--- config.mk ---
export PLATFORM = sky130hd
export DESIGN_NAME = rom_card_decode
export DESIGN_NICKNAME = d
export VERILOG_FILES = /design/src/rtl/rcd_pkg.sv /design/src/rtl/rcd_bank_latch.sv /design/src/rtl/rcd_socket_decode.sv /design/src/rtl/rcd_data_gate.sv /design/src/rtl/rom_card_decode.sv
export SDC_FILE = /design/constraint.sdc
export NUM_CORES = 1
export LEC_CHECK = 0
export ABC_AREA = 1
export BUFFER_PORTS_ARGS = -buffer_cell sky130_fd_sc_hd__buf_2
export CAP_MARGIN = 40
export CELL_PAD_IN_SITES_DETAIL_PLACEMENT = 2
export CELL_PAD_IN_SITES_GLOBAL_PLACEMENT = 2
export CORE_MARGIN = 1.5
export CORE_UTILIZATION = 15
export DETAILED_ROUTE_END_ITERATION = 12
export GPL_TIMING_DRIVEN = 0
export PLACE_DENSITY = 0.89
export SYNTH_ARGS = -nofsm -noshare
export SYNTH_HDL_FRONTEND = slang
export SYNTH_SLANG_ARGS = --single-unit
--- constraint.sdc ---
create_clock -name clk -period 3.7 [get_ports clk]
set_input_delay 0.74 -clock clk [delete_from_list [all_inputs] [get_ports clk]]
set_output_delay 0.74 -clock clk [all_outputs]
set_load 0.01 [all_outputs]
--- src/rtl/rcd_pkg.sv ---
package rcd_pkg;

  // Non-zero overlap between an enable mask and a membership set.
  function automatic logic any_overlap(input logic [63:0] mask,
                                       input logic [63:0] member);
    return |(mask & member);
  endfunction

  // Bank state after the override during DMA.
  function automatic logic resolve_active(input logic bank_ok,
                                          input logic dma,
                                          input logic ovr_en,
                                          input logic force_in);
    return (dma && ovr_en) ? force_in : bank_ok;
  endfunction

endpackage

--- src/rtl/rcd_bank_latch.sv ---
module rcd_bank_latch #(
  parameter int unsigned BANKS = 8,
  parameter int unsigned PORT_W = 8,
  parameter logic [PORT_W-1:0] BANK_PORT = 8'h40
) (
  input  logic              clk,
  input  logic              rst_n,
  input  logic              io_wr,
  input  logic [PORT_W-1:0] io_port,
  input  logic [BANKS-1:0]  io_data,
  input  logic              bank_en,
  input  logic [BANKS-1:0]  member,
  output logic              bank_ok
);
  import rcd_pkg::*;

  localparam logic [BANKS-1:0] RESET_MASK = BANKS'(1);

  logic [BANKS-1:0] mask_q;
  logic             port_hit;

  assign port_hit = io_wr && (io_port == BANK_PORT);

  always_ff @(posedge clk or negedge rst_n) begin
    if (!rst_n)        mask_q <= RESET_MASK;
    else if (port_hit) mask_q <= io_data;
  end

  assign bank_ok = bank_en ? any_overlap(64'(mask_q), 64'(member)) : 1'b1;

  assert_mask_load_R1: assert property (@(posedge clk) disable iff (!rst_n)
    port_hit |=> mask_q == $past(io_data));

  assert_mask_hold_R1: assert property (@(posedge clk) disable iff (!rst_n)
    !port_hit |=> $stable(mask_q));

  assert_bank_bypass_R3: assert property (@(posedge clk) disable iff (!rst_n)
    !bank_en |-> bank_ok);

endmodule

--- src/rtl/rcd_socket_decode.sv ---
module rcd_socket_decode #(
  parameter int unsigned ADDR_W = 16,
  parameter int unsigned SOCK_BITS = 4,
  localparam int unsigned NSOCK = 1 << SOCK_BITS,
  localparam int unsigned NPAIR = NSOCK / 2,
  localparam int unsigned OFF_W = ADDR_W - 1 - SOCK_BITS
) (
  input  logic                 clk,
  input  logic                 rst_n,
  input  logic [ADDR_W-1:0]    addr,
  input  logic                 cfg_half,
  input  logic [NPAIR-1:0]     cfg_shadow,
  input  logic                 req,
  output logic [NSOCK-1:0]     sel,
  output logic [SOCK_BITS-1:0] idx,
  output logic                 shadowed,
  output logic [OFF_W-1:0]     offset
);
  logic in_half;

  assign idx      = addr[ADDR_W-2 -: SOCK_BITS];
  assign offset   = addr[OFF_W-1:0];
  assign in_half  = addr[ADDR_W-1] == cfg_half;
  assign shadowed = cfg_shadow[idx[SOCK_BITS-1:1]];

  for (genvar g = 0; g < NSOCK; g++) begin : g_sel
    assign sel[g] = req && in_half && !shadowed && (idx == SOCK_BITS'(g));
  end

  assert_sel_onehot_R5: assert property (@(posedge clk) disable iff (!rst_n)
    $onehot0(sel));

  assert_shadow_hole_R6: assert property (@(posedge clk) disable iff (!rst_n)
    cfg_shadow[addr[ADDR_W-2 -: SOCK_BITS] >> 1] |-> sel == '0);

  assert_half_match_R4: assert property (@(posedge clk) disable iff (!rst_n)
    (|sel) |-> addr[ADDR_W-1] == cfg_half);

endmodule

--- src/rtl/rcd_data_gate.sv ---
module rcd_data_gate #(
  parameter int unsigned NSOCK = 16,
  parameter int unsigned DATA_W = 8
) (
  input  logic                    clk,
  input  logic                    rst_n,
  input  logic [NSOCK-1:0]        sel,
  input  logic                    rd,
  input  logic                    wr,
  input  logic [NSOCK-1:0]        prog_en,
  input  logic [NSOCK-1:0]        present,
  input  logic [NSOCK*DATA_W-1:0] rdata_flat,
  input  logic                    wait_en,
  output logic                    bus_drive,
  output logic [DATA_W-1:0]       bus_rdata,
  output logic [NSOCK-1:0]        wr_stb,
  output logic                    wait_req
);
  logic any_sel;

  assign any_sel   = |sel;
  assign bus_drive = rd && any_sel;
  assign wr_stb    = {NSOCK{wr}} & sel & prog_en;
  assign wait_req  = wait_en && any_sel;

  always_comb begin
    bus_rdata = '0;
    if (rd) begin
      for (int i = 0; i < NSOCK; i++) begin
        if (sel[i]) bus_rdata = present[i] ? rdata_flat[i*DATA_W +: DATA_W] : '1;
      end
    end
  end

  assert_write_protect_R9: assert property (@(posedge clk) disable iff (!rst_n)
    (wr_stb & ~prog_en) == '0);

  assert_wait_needs_sel_R10: assert property (@(posedge clk) disable iff (!rst_n)
    wait_req |-> (wait_en && sel != '0));

  assert_empty_reads_ones_R7: assert property (@(posedge clk) disable iff (!rst_n)
    (bus_drive && (sel & ~present) != '0) |-> bus_rdata == '1);

endmodule

--- src/rtl/rom_card_decode.sv ---
module rom_card_decode #(
  parameter int unsigned ADDR_W = 16,
  parameter int unsigned DATA_W = 8,
  parameter int unsigned SOCK_BITS = 4,
  parameter int unsigned BANKS = 8,
  parameter int unsigned PORT_W = 8,
  parameter logic [PORT_W-1:0] BANK_PORT = 8'h40,
  localparam int unsigned NSOCK = 1 << SOCK_BITS,
  localparam int unsigned NPAIR = NSOCK / 2,
  localparam int unsigned OFF_W = ADDR_W - 1 - SOCK_BITS
) (
  input  logic                    clk,
  input  logic                    rst_n,
  input  logic                    io_wr,
  input  logic [PORT_W-1:0]       io_port,
  input  logic [DATA_W-1:0]       io_data,
  input  logic [ADDR_W-1:0]       mem_addr,
  input  logic                    mem_rd,
  input  logic                    mem_wr,
  input  logic                    dma_cycle,
  input  logic                    cfg_bank_en,
  input  logic [BANKS-1:0]        cfg_bank_member,
  input  logic                    cfg_half,
  input  logic                    cfg_dma_ovr_en,
  input  logic                    cfg_dma_in,
  input  logic [NPAIR-1:0]        cfg_shadow,
  input  logic [NSOCK-1:0]        cfg_prog_en,
  input  logic                    cfg_wait_en,
  input  logic [NSOCK-1:0]        sock_present,
  input  logic [NSOCK*DATA_W-1:0] sock_rdata,
  output logic [NSOCK-1:0]        socket_sel,
  output logic [OFF_W-1:0]        sock_offset,
  output logic [NSOCK-1:0]        sock_wr_stb,
  output logic                    bus_drive,
  output logic [DATA_W-1:0]       bus_rdata,
  output logic                    board_active,
  output logic                    wait_req
);
  import rcd_pkg::*;

  logic                 bank_ok;
  logic                 cycle_req;
  logic                 eff_active;
  logic [SOCK_BITS-1:0] sock_idx;
  logic                 pair_shadowed;

  rcd_bank_latch #(
    .BANKS(BANKS), .PORT_W(PORT_W), .BANK_PORT(BANK_PORT)
  ) u_bank (
    .clk(clk), .rst_n(rst_n), .io_wr(io_wr), .io_port(io_port),
    .io_data(io_data[BANKS-1:0]), .bank_en(cfg_bank_en),
    .member(cfg_bank_member), .bank_ok(bank_ok)
  );

  assign board_active = bank_ok;
  assign eff_active   = resolve_active(bank_ok, dma_cycle, cfg_dma_ovr_en, cfg_dma_in);
  assign cycle_req    = (mem_rd || mem_wr) && eff_active;

  rcd_socket_decode #(
    .ADDR_W(ADDR_W), .SOCK_BITS(SOCK_BITS)
  ) u_dec (
    .clk(clk), .rst_n(rst_n), .addr(mem_addr), .cfg_half(cfg_half),
    .cfg_shadow(cfg_shadow), .req(cycle_req), .sel(socket_sel),
    .idx(sock_idx), .shadowed(pair_shadowed), .offset(sock_offset)
  );

  rcd_data_gate #(
    .NSOCK(NSOCK), .DATA_W(DATA_W)
  ) u_gate (
    .clk(clk), .rst_n(rst_n), .sel(socket_sel), .rd(mem_rd), .wr(mem_wr),
    .prog_en(cfg_prog_en), .present(sock_present), .rdata_flat(sock_rdata),
    .wait_en(cfg_wait_en), .bus_drive(bus_drive), .bus_rdata(bus_rdata),
    .wr_stb(sock_wr_stb), .wait_req(wait_req)
  );

  assert_dma_out_R8: assert property (@(posedge clk) disable iff (!rst_n)
    (dma_cycle && cfg_dma_ovr_en && !cfg_dma_in) |-> (socket_sel == '0 && !bus_drive));

  assert_shadow_no_drive_R6: assert property (@(posedge clk) disable iff (!rst_n)
    pair_shadowed |-> (!bus_drive && !wait_req));

  assert_idle_no_drive_R12: assert property (@(posedge clk) disable iff (!rst_n)
    (!mem_rd && !mem_wr) |-> (socket_sel == '0 && !bus_drive));

  assert_sel_matches_idx_R5: assert property (@(posedge clk) disable iff (!rst_n)
    (|socket_sel) |-> socket_sel[sock_idx]);

endmodule

### Word level (Yosys, flattened, before mapping)

Index checks and enable logic that the tools add are counted.

* $lt $le $gt $ge: 1
* equal/unequal tests: 17
* multiplexer cells: 37
* bitwise operators: 3
* reductions and logical operators: 28

Operators by type and width (count)
* $mux W8: 33
* $reduce_or A64 Y1: 1
* $and A16 B16 Y16: 2
* $eq A4 B4 Y1 const B: 8
* $logic_and A1 B1 Y1: 23
* $eq A4 B3 Y1 const B: 4
* $reduce_or A16 Y1: 1
* $and A8 B8 Y8: 1
* $eq A4 B2 Y1 const B: 2
* $eq A8 B7 Y1 const B: 1
* $eq A4 B1 Y1 const B: 1
* $logic_not A4 Y1: 1
* $lt A3 B4 Y1 const B: 1
* $bmux W1 S3: 1
* $mux W1: 3
* $eq A1 B1 Y1: 1
* $logic_not A1 Y1: 1
* $logic_or A1 B1 Y1: 1

* register bits after elaboration: 8
* bits of input ports: 219
* logic and storage cells: 87

### Depth between registers and ports, before layout

Gate-level depths: netlist (run 1).

* word-level depth: 25
* mapped depth: 29
* depth with buffers taken out: 28

### Hierarchy

From an unflattened synthesis (run 1), not the netlist that was laid out.

* cells, all modules: 484
* area, all modules: 2591.2 um^2

By module, submodules not included
* rcd_data_gate: instances 1, cells an instance 330, area each 1541.5 um^2, sequential area each 0.0 um^2
* rcd_socket_decode: instances 1, cells an instance 90, area each 546.8 um^2, sequential area each 0.0 um^2
* rcd_bank_latch: instances 1, cells an instance 55, area each 469.2 um^2, sequential area each 201.4 um^2
* rom_card_decode: instances 1, cells an instance 9, area each 33.8 um^2, sequential area each 0.0 um^2

### Worst setup path after synthesis (run 1)

No wires, ideal clock.

* path kind: in2out
* start: input mem_addr[12]
* end: output bus_rdata[0]
* arrival: 2.848 ns
* required time: 2.960 ns
* setup slack: 0.112 ns
* stages: 26
* cells stage by stage: buf_2 nor2_1 nor2_1 o21ai_1 o21ai_2 nor2_8 nand2_4 nor3_4 o21ai_1 nand3_1 nand2_1 nand3_1 nand2_1 nand2_1 nand2_1 nand2_1 nand2_1 nand2_1 nand2_1 nand2_1 nand2_1 nand2_1 nand2_1 nand2_1 nand2_1 a21oi_1

* elaborated cells between the ends (all ways): 53
* classes of those cells: eq/ne: 15; mux: 19; reduce/logical: 19

RTL lines
* from (decl): line rom_card_decode.sv:17 `input logic [ADDR_W-1:0] mem_addr,`
* $bmux W1 S3: line rcd_socket_decode.sv:24 `assign shadowed = cfg_shadow[idx[SOCK_BITS-1:1]];`
* $mux W1 (not written as such): line rcd_socket_decode.sv:24
* $logic_not A1 Y1: line rcd_socket_decode.sv:27 `assign sel[g] = req && in_half && !shadowed && (idx == SOCK_BITS'(g));`
* $logic_and A1 B1 Y1: line rcd_socket_decode.sv:27
* $logic_and A1 B1 Y1 (*): line rcd_socket_decode.sv:27
* named net socket_sel[3]: line rom_card_decode.sv:31 `output logic [NSOCK-1:0] socket_sel,`
* $mux W8 (*) (13 in a row): line rcd_data_gate.sv:30 `if (sel[i]) bus_rdata = present[i] ? rdata_flat[i*DATA_W +: DATA_W] : '1;`
* $mux W8 (*): line rcd_data_gate.sv:28 `if (rd) begin`
* to (decl): line rom_card_decode.sv:35 `output logic [DATA_W-1:0] bus_rdata,`

The timed path passes the listed nets; every way through them passes the cells marked *. The select of a mux whose other input is x is not followed.

### Worst setup path in the final report (run 1)

* start: input mem_addr[12]
* end: output bus_rdata[6]

* longest elaborated chain between the ends: 22
* elaborated cells between the ends (all ways): 53
* classes of those cells: eq/ne: 15; mux: 19; reduce/logical: 19

Ends and longest elaborated chain (line)
* $bmux W1 S3: rcd_socket_decode.sv:24
* $mux W1 (not written as such): rcd_socket_decode.sv:24
* $logic_not A1 Y1: rcd_socket_decode.sv:27
* $logic_and A1 B1 Y1 (2 in a row): rcd_socket_decode.sv:27
* $mux W8 (15 in a row): rcd_data_gate.sv:30
* $mux W8 (*): rcd_data_gate.sv:30
* $mux W8 (*): rcd_data_gate.sv:28

Mark *: on every way between the ends. The rest lies on a longest branch, timed or not. The select of a mux whose other input is x is not followed.

==> results.sh, run 1 <==
export IMPL_status="complete, but fails checks"
export IMPL_violations="negative setup slack"
export IMPL_die_width_um=142
export IMPL_final_layout_size_suffix_gt1_frac=0.469
export IMPL_crit_top_cell="nand2_1"
export IMPL_cp_start_kind="input pin"
export IMPL_p_leak_nw=3.20
export IMPL_rows=50
export IMPL_cts_buffers=3
export IMPL_place_inst=1126
export IMPL_fmax_mhz=249
export IMPL_cp_arrival_ns=3.28
export IMPL_insertion_delay_ns=0.24
export IMPL_ff2ff_setup_slack_ns=2.93
export IMPL_crit_end="bus_rdata[6]"
export IMPL_setup_ws_ns=-0.318
export IMPL_dpl_cell_area_um2=4500
export IMPL_synth_top_area_frac=0.327
export IMPL_start_util=0.153
export IMPL_dpl_worst_slack_ns=-0.843
export IMPL_synth_ff_type="dfrtp_1"
export IMPL_worstHoldPathType="in -> async"
export IMPL_coreArea_um2=18800
export IMPL_regMostFlops="u_bank.mask_q"
export IMPL_antenna_left=0
export IMPL_avgViaCountPerCell=4.17
export IMPL_grt_pass1_wl_um=27300
export IMPL_fin_skew_ns=0
export IMPL_avgSynthCellArea_um2=4.73
export IMPL_hold_violations=0
export IMPL_firstDrtPassIters=4
export IMPL_cts_hold_buf=0
export IMPL_area_growth_pct=80.5
export IMPL_yosysUniqueCellTypes=31
export IMPL_synth_common_cells="nand2_1 (252), nor2_1 (105), inv_1 (82), nand3_1 (29)"
export IMPL_antenna_found_initial=1
export IMPL_synth_top_area_cell="nand2_1"
export IMPL_grt_pass1_vias=5182
export IMPL_port_buffers=254
export IMPL_final_util=0.277
export IMPL_rsz0062_at_grt="true"
export IMPL_fin_crit_sh=1.09
export IMPL_yosysWarnings=0
export IMPL_path_max_fanout=8
export IMPL_wire_per_inst_um=15.5
export IMPL_drcViolationCount=0
export IMPL_p_total_uw=691
export IMPL_cts_num_sinks=8
export IMPL_grt_max_degree=11
export IMPL_cts_tree="built"
export IMPL_synth_area_leaders="nand2_1 (33%), nor2_1 (14%), inv_1 (11%)"
export IMPL_synthCells=611
export IMPL_final_area_um2=5220
export IMPL_drt_iter0_drc=117
export IMPL_vias=4801
export IMPL_final_min_clock_period_ns=4.02
export IMPL_wirelength_um=17900
export IMPL_cpPeakStageDelay_ns=0.17
export IMPL_seq_area_frac_synth=0.0697
export IMPL_synthesis_area_um2=2890
export IMPL_syn_nets=830
export IMPL_clk_path_buf_depth=2
export IMPL_reg_top3="u_bank.mask_q (8)"
export IMPL_gp_congestion=0.807
export IMPL_finalSetupViolCount=8
export IMPL_peakVddDrop_mv=0.227
export IMPL_r2r_end="u_bank.mask_q[3]"
export IMPL_yosysMostFrequentCell="nand2_1"
export IMPL_overflow=0
export IMPL_chipHeight_um=142
export IMPL_critPathCaptureType="output pin"
export IMPL_relSlewSlack=0.644
export IMPL_regToRegStartpoint="u_bank.mask_q[3]"
export IMPL_nNetsFinal=1110
export IMPL_synth_edf_count=0
export IMPL_cts_root_buffer_cell="clkbuf_16"
export IMPL_largest_reg_flops=8
export IMPL_clkSlewWorstSetupHoldPaths_ns=0.04
export IMPL_ys_ff_latch=8
export IMPL_cp_startpoint="mem_addr[12]"
export IMPL_drv_cap=0
export IMPL_path_delay_family="simple AND/OR/NAND/NOR gates"
export IMPL_die_area_um2=20100
export IMPL_cp_num_cells=30
export IMPL_final_cells=1151
export IMPL_pin_count=273
export IMPL_grt_usage=0.172
export IMPL_htreeDepth=1
export IMPL_synth_async_reset_ratio=1.00
export IMPL_crit_type="in -> out"
export IMPL_worst_slew_pin_slew_ns=0.532
export IMPL_power_density_nw_per_um2=132
export IMPL_crit_buf_inv=4
export IMPL_dp_hpwl_um=15000
export IMPL_r2r_cells=1
export IMPL_maxSlewViolCount=0
export IMPL_required_ns=2.96
export IMPL_crit_slowest_cell="buf_12"
==> stage by stage <==
| step | hold slack (ns) | setup TNS [ns] |
|---|---|---|
| final | 0.340 | -2.15 |
| after floorplan | 0.444 | 0 |
| after detailed placement | 0.496 | -6.24 |
| after CTS | 0.337 | -2.55 |
| after global placement | 0.488 | -5.58 |
| after global routing | 0.358 | -4.46 |
==> repair_timing <==
item | 4_1_cts | 5_1_grt
buffers inserted | 16 | 3
resized for setup | 104 | 24
gates cloned | 1 | 0
pin swaps | 38 | 31
setup endpoints to repair | 9 | 10
==> layout make-up <==
class	count	area, um^2
tap	260	325
fill	2402	13600
inverter	99	393
clock buffer	4	78.8
sequential	8	201
timing repair buffer	275	1530
antenna	1	2.50
buffer	25	193
multi-input combinational	479	2490
==> layout by cell type, fill, tap and decap left out, types with 7 or more instances in the layout <==
cell	count
buf_2	250
o31ai_1	8
nand2_1	224
inv_1	78
o21ai_1	9
nor2_4	14
o21ai_0	8
nand2_2	29
dfrtp_1	7
a21oi_1	13
mux2_2	8
nand3_2	22
buf_6	10
nand3_1	7
inv_2	16
buf_4	26
nor2_2	10
nor2_1	90
nand4_1	16
==> cell families after synthesis <==
group	after synthesis	synth area share
flops	8	0.0697
buf+inv	124	0.180
mux	8	0.0312
simple gates	427	0.632
compound gates	44	0.0870
==> how the worst min path moves through the flow <==
stage / start / to / slack (ns)
after floorplan: rst_n / u_bank.mask_q[1] / 0.44
after global placement: u_bank.mask_q[6] / u_bank.mask_q[6] / 0.49
after detailed placement: u_bank.mask_q[1] / u_bank.mask_q[1] / 0.50
after CTS: rst_n / u_bank.mask_q[6] / 0.34
after global routing: rst_n / u_bank.mask_q[1] / 0.36
final: rst_n / u_bank.mask_q[5] / 0.34
==> where the power goes <==
part / switching, mW / internal [mW]
clock network: 0.0513 / 0.144
registers: 0.00223 / 0.0925
logic: 0.218 / 0.182
total: 0.272 / 0.419
==> routing by layer <==
layer | up-vias | wire [um] | GRT usage
li1 | 2414 | - | -
met1 | 2215 | 7290 | 0.198
met2 | 163 | 9570 | 0.340
met3 | 9 | 894 | 0.0243
met4 | 0 | 138 | 0.0212
met5 | - | 0 | 0
(Power assumes the default switching activity.)
==> run 2: changes to the inputs <==
Settings changed: CELL_PAD_IN_SITES_DETAIL_PLACEMENT 2 to 1, CELL_PAD_IN_SITES_GLOBAL_PLACEMENT 2 to 1, CORE_UTILIZATION 15 to 21, PLACE_DENSITY 0.89 to 0.87.
==> run 2 against run 1 <==
Effect of this change: the run still ends with negative setup slack left; cell count is 7.0% lower; clock skew stayed put; sequential cell count stayed put; combinational power is 2% higher; critical path depth is 1 lower; setup slack better by 0.018 ns; worst hold slack better by 0.0050 ns; design area is 1.4% lower; total power is 0.42% lower; sequential share of layout area is 0.055 points higher; die area is 28% lower.
==> results.sh, run 2 (synthesized netlist as in run 1, its figures left out) <==
export IMPL_rows=42
export IMPL_grt_usage=0.192
export IMPL_mostFrequentLayoutCells="buf_2 (252), nand2_1 (234), nor2_1 (94)"
export IMPL_crit_slowest_cell="buf_2"
export IMPL_violations="negative setup slack"
export IMPL_area_growth_pct=78.0
export IMPL_cts_num_sinks=8
export IMPL_gp_congestion=0.826
export IMPL_setup_ws_ns=-0.300
export IMPL_wirelength_um=15100
export IMPL_seq_power_share=0.138
export IMPL_relSlewSlack=0.458
export IMPL_drv_cap=0
export IMPL_pin_count=273
export IMPL_die_width_um=120
export IMPL_swShare=0.374
export IMPL_cts_hold_buf=0
export IMPL_antenna_left=0
export IMPL_nFillCells=1959
export IMPL_clockPowerShare=0.269
export IMPL_fin_crit_sh=1.08
export IMPL_insertion_delay_ns=0.23
export IMPL_mostFrequentLayoutCell="buf_2"
export IMPL_antennaDiodeCount=0
export IMPL_cts_root_buffer_cell="clkbuf_16"
export IMPL_fin_skew_ns=0
export IMPL_crit_top_cell="nand2_1"
export IMPL_firstDrtPassIters=4
export IMPL_path_max_fanout=10
export IMPL_worst_slew_pin_slew_ns=0.812
export IMPL_power_internal_uw=431
export IMPL_final_cells=1071
export IMPL_fmax_mhz=250
export IMPL_overflow=0
export IMPL_final_min_clock_period_ns=4.00
export IMPL_hold_violations=0
export IMPL_avgViaCountPerCell=4.38
export IMPL_p_sw_uw=257
export IMPL_status="complete, but fails checks"
export IMPL_grt_max_degree=11
export IMPL_drcViolationCount=0
export IMPL_cpPeakStageDelay_ns=0.21
export IMPL_cp_arrival_ns=3.26
export IMPL_final_util=0.385
export IMPL_rsz0062_at_grt="true"
export IMPL_dp_hpwl_um=12300
export IMPL_cp_start_kind="input pin"
export IMPL_coreArea_um2=13300
export IMPL_drt_iter0_drc=128
export IMPL_grt_pass1_wl_um=22600
export IMPL_maxSlewViolCount=0
export IMPL_place_inst=1041
export IMPL_start_util=0.217
export IMPL_crit_type="in -> out"
export IMPL_finalSetupViolCount=8
export IMPL_wire_per_inst_um=14.1
export IMPL_comb_power_share=0.593
export IMPL_antenna_found_initial=0
export IMPL_worstHoldPathType="in -> async"
export IMPL_largest_reg_flops=8
export IMPL_nNetsFinal=1115
export IMPL_vias=4694
export IMPL_chipHeight_um=120
export IMPL_critPathCaptureType="output pin"
export IMPL_regMostFlops="u_bank.mask_q"
export IMPL_p_leak_nw=3.22
export IMPL_grt_pass1_vias=4725
export IMPL_port_buffers=254
export IMPL_clkSlewWorstSetupHoldPaths_ns=0.04
export IMPL_setup_tns_ns=-2.01
export IMPL_htreeDepth=1
export IMPL_required_ns=2.96
export IMPL_die_area_um2=14500
export IMPL_clk_path_buf_depth=2
export IMPL_cts_tree="built"
export IMPL_reg_top3="u_bank.mask_q (8)"
export IMPL_cts_buffers=3
export IMPL_power_density_nw_per_um2=134
export IMPL_dpl_worst_slack_ns=-0.725
export IMPL_peakVddDrop_mv=0.222
export IMPL_hold_slack_ns=0.345
export IMPL_final_layout_size_suffix_gt1_frac=0.459
[run 2: through the flow]
stage	power, mW	instance area [um^2]
after detailed placement	0.428	4380
after global placement	0.421	4380
after CTS	0.666	4910
after global routing	0.741	5140
after floorplan	0.258	2890
final	0.688	5140
[run 2: area by class of cell]
type / instances / area [um^2] / share of cell area
multi-input combinational: 480 / 2480 / 0.481
timing repair buffer: 279 / 1590 / 0.308
inverter: 99 / 392 / 0.0761
tap: 176 / 220 / 0.0428
sequential: 8 / 201 / 0.0392
buffer: 25 / 190 / 0.0370
clock buffer: 4 / 78.8 / 0.0153
[run 2: critical path, delay by kind of cell]
| kind | cells | cell delay [ns] |
|---|---|---|
| simple gates | 22 | 1.62 |
| buf+inv | 4 | 0.60 |
| compound gates | 3 | 0.31 |
[run 2: power by group through the flow]
stage / logic (mW) / clock network [mW] / registers, mW
finish: 0.408 / 0.185 / 0.0948
global route: 0.453 / 0.192 / 0.0955
CTS: 0.383 / 0.188 / 0.0949
detailed placement: 0.332 / 0 / 0.0957
global placement: 0.326 / 0 / 0.0954
floorplan: 0.163 / 0 / 0.0950
[run 2: routing by layer]
layer  track usage  wire length [um]  vias up
met1         0.238              6480     2105
li1              -                 -     2424
met3        0.0160               726        8
met5             0                 0        -
met4        0.0250               159        0
met2         0.369              7720      157
[run 2: repair_timing]
action                     in CTS  in global routing
setup buffers                  13                  8
resized for setup              73                 50
setup endpoints to repair      10                 10
pin swaps                      34                 38
cloned                          3                  2
[run 2: final timing paths]
check / depth (start not counted) / slack [ns] / startpoint / end
max in group asynchronous: 1 / 3.12 / rst_n / u_bank.mask_q[0]
max: 29 / -0.30 / mem_addr[12] / bus_rdata[6]
min in group clk: 1 / 0.51 / u_bank.mask_q[4] / u_bank.mask_q[4]
min: 1 / 0.35 / rst_n / u_bank.mask_q[1]
max reg2reg: 1 / 2.93 / u_bank.mask_q[6] / u_bank.mask_q[6]
min reg2reg: 1 / 0.51 / u_bank.mask_q[4] / u_bank.mask_q[4]
==> run 3: changes to the inputs <==
Settings changed: CORE_UTILIZATION 21 to 19, PLACE_DENSITY 0.87 to 0.83.
Clock period 3.7 ns to 3.2 ns, I/O delays scaled along.
==> run 3 against run 2 <==
Effect of this change: worst hold slack lost 0.10 ns; die area grew 10%; register-to-register slack lost 0.49 ns; critical path depth is the same; the flow still finishes with violations (negative setup slack); clock-buffer cell count is the same; clock power grew 18%; sequential power grew 15%; first-iteration DRC count shrank 6.3%; non-clock buffer count is the same; design area grew 1.8%.
==> results.sh, run 3 (synthesized netlist as in run 1, its figures left out) <==
export IMPL_relSlewSlack=0.520
export IMPL_finalSetupViolCount=8
export IMPL_fin_skew_ns=0
export IMPL_vias=4687
export IMPL_avgViaCountPerCell=4.35
export IMPL_antennaDiodeCount=0
export IMPL_insertion_delay_ns=0.23
export IMPL_htreeDepth=1
export IMPL_fmax_mhz=266
export IMPL_port_buffers=254
export IMPL_p_leak_nw=3.26
export IMPL_reg_top3="u_bank.mask_q (8)"
export IMPL_die_area_um2=16000
export IMPL_wirelength_um=15300
export IMPL_drv_cap=0
export IMPL_grt_max_degree=11
export IMPL_critPathCaptureType="output pin"
export IMPL_violations="negative setup slack"
export IMPL_grt_pass1_vias=4775
export IMPL_grt_pass1_wl_um=23500
export IMPL_cp_startpoint="mem_addr[12]"
export IMPL_overflow=0
export IMPL_nFillCells=2053
export IMPL_largest_reg_flops=8
export IMPL_cts_tree="built"
export IMPL_cts_num_sinks=8
export IMPL_p_total_uw=793
export IMPL_area_growth_pct=81.2
export IMPL_cts_buffers=3
export IMPL_rows=44
export IMPL_grt_usage=0.182
export IMPL_pin_count=273
export IMPL_drt_iter0_drc=120
export IMPL_gp_congestion=0.823
export IMPL_worst_slew_pin_slew_ns=0.720
export IMPL_cp_arrival_ns=3.13
export IMPL_r2r_cells=1
export IMPL_setup_ws_ns=-0.566
export IMPL_final_min_clock_period_ns=3.77
export IMPL_firstDrtPassIters=4
export IMPL_crit_slowest_cell="o21ai_2"
export IMPL_cpPeakStageDelay_ns=0.18
export IMPL_r2r_end="u_bank.mask_q[6]"
export IMPL_chipHeight_um=126
export IMPL_die_width_um=126
export IMPL_fin_crit_sh=1.18
export IMPL_drcViolationCount=0
export IMPL_coreArea_um2=14700
export IMPL_final_layout_size_suffix_gt1_frac=0.485
export IMPL_status="complete, but fails checks"
export IMPL_cts_hold_buf=0
export IMPL_maxSlewViolCount=0
export IMPL_final_util=0.356
export IMPL_regToRegStartpoint="u_bank.mask_q[6]"
export IMPL_crit_end="bus_rdata[1]"
export IMPL_crit_top_cell="nand2_1"
export IMPL_nNetsFinal=1114
export IMPL_antenna_found_initial=1
export IMPL_clk_path_buf_depth=2
export IMPL_clkSlewWorstSetupHoldPaths_ns=0.04
export IMPL_crit_type="in -> out"
export IMPL_cts_root_buffer_cell="clkbuf_16"
export IMPL_start_util=0.197
export IMPL_worstHoldPathType="in -> async"
export IMPL_mostFrequentLayoutCell="buf_2"
export IMPL_ff2ff_setup_slack_ns=2.44
export IMPL_path_max_fanout=8
export IMPL_dp_hpwl_um=12700
export IMPL_hold_violations=0
export IMPL_peakVddDrop_mv=0.290
export IMPL_mostFrequentLayoutCells="buf_2 (250), nand2_1 (223), nor2_1 (87)"
export IMPL_antenna_left=0
export IMPL_regMostFlops="u_bank.mask_q"
export IMPL_required_ns=2.56
export IMPL_rsz0062_at_grt="true"
export IMPL_cp_start_kind="input pin"
export IMPL_wire_per_inst_um=14.2
export IMPL_power_density_nw_per_um2=151
[run 3: cell types whose count changed in the layout (fill, tap and decap cells not counted), moves of 2 or more]
cell	previous run	this run
o21ai_1	6	8
a21oi_2	5	7
nor2_1	94	87
nor2_2	8	14
nand3_1	11	7
nand3_2	18	21
nand2_4	4	8
nand2_1	234	223
buf_4	29	32
buf_2	252	250
a21oi_1	11	9
nand2_2	17	24
[run 3: worst min path at each step]
stage,start,endpoint,slack (ns),depth (start not counted)
floorplan,rst_n,u_bank.mask_q[1],0.34,0
global placement,rst_n,u_bank.mask_q[7],0.49,1
detailed placement,rst_n,u_bank.mask_q[7],0.50,1
CTS,rst_n,u_bank.mask_q[6],0.25,1
global route,rst_n,u_bank.mask_q[6],0.25,1
finish,rst_n,u_bank.mask_q[3],0.24,1
[run 3: power by group]
group	internal [mW]	switching, mW
registers	0.107	0.00242
logic	0.220	0.246
clock network	0.166	0.0514
[run 3: through the flow]
stage,setup TNS [ns],worst slack (ns),cells,hold slack (ns),instance area [um^2]
after global placement,-8.63,-1.01,1049,0.489,4440
after CTS,-4.35,-0.573,1074,0.251,5070
after floorplan,-0.926,-0.144,611,0.344,2940
final,-4.21,-0.566,1078,0.244,5240
after global routing,-6.34,-0.810,1078,0.254,5240
after detailed placement,-8.95,-1.04,1049,0.499,4440
[run 3: critical path, delay by kind of cell]
kind	cells	cell delay (ns)
buffers and inverters	5	0.63
AND/OR/NAND/NOR	21	1.51
AO/OA/AOI/OAI	3	0.35
[run 3: per-layer routing]
metal  wire [um]  share of wire  track usage  vias up
met1        6360           0.42        0.212     2096
met2        7830           0.51        0.352      161
li1            -              -            -     2421
met3         925          0.061       0.0333        9
met5           0              0            0        -
met4         136         0.0089       0.0237        0
[run 3: area by class of cell]
type / instances / area (um^2) / share of cell area
Tap cell: 184 / 230 / 0.0440
Timing Repair Buffer: 279 / 1590 / 0.304
Sequential cell: 8 / 201 / 0.0385
Buffer: 25 / 193 / 0.0368
Multi-Input combinational cell: 479 / 2550 / 0.486
Clock buffer: 4 / 78.8 / 0.0151
Inverter: 99 / 395 / 0.0755
[run 3: timing repair]
item	4_1_cts	5_1_grt
hold endpoints to repair	0	0
gates resized for setup	95	43
setup buffers	19	4
gates cloned	2	0
pin swaps	51	50
endpoints found under the setup margin	13	11
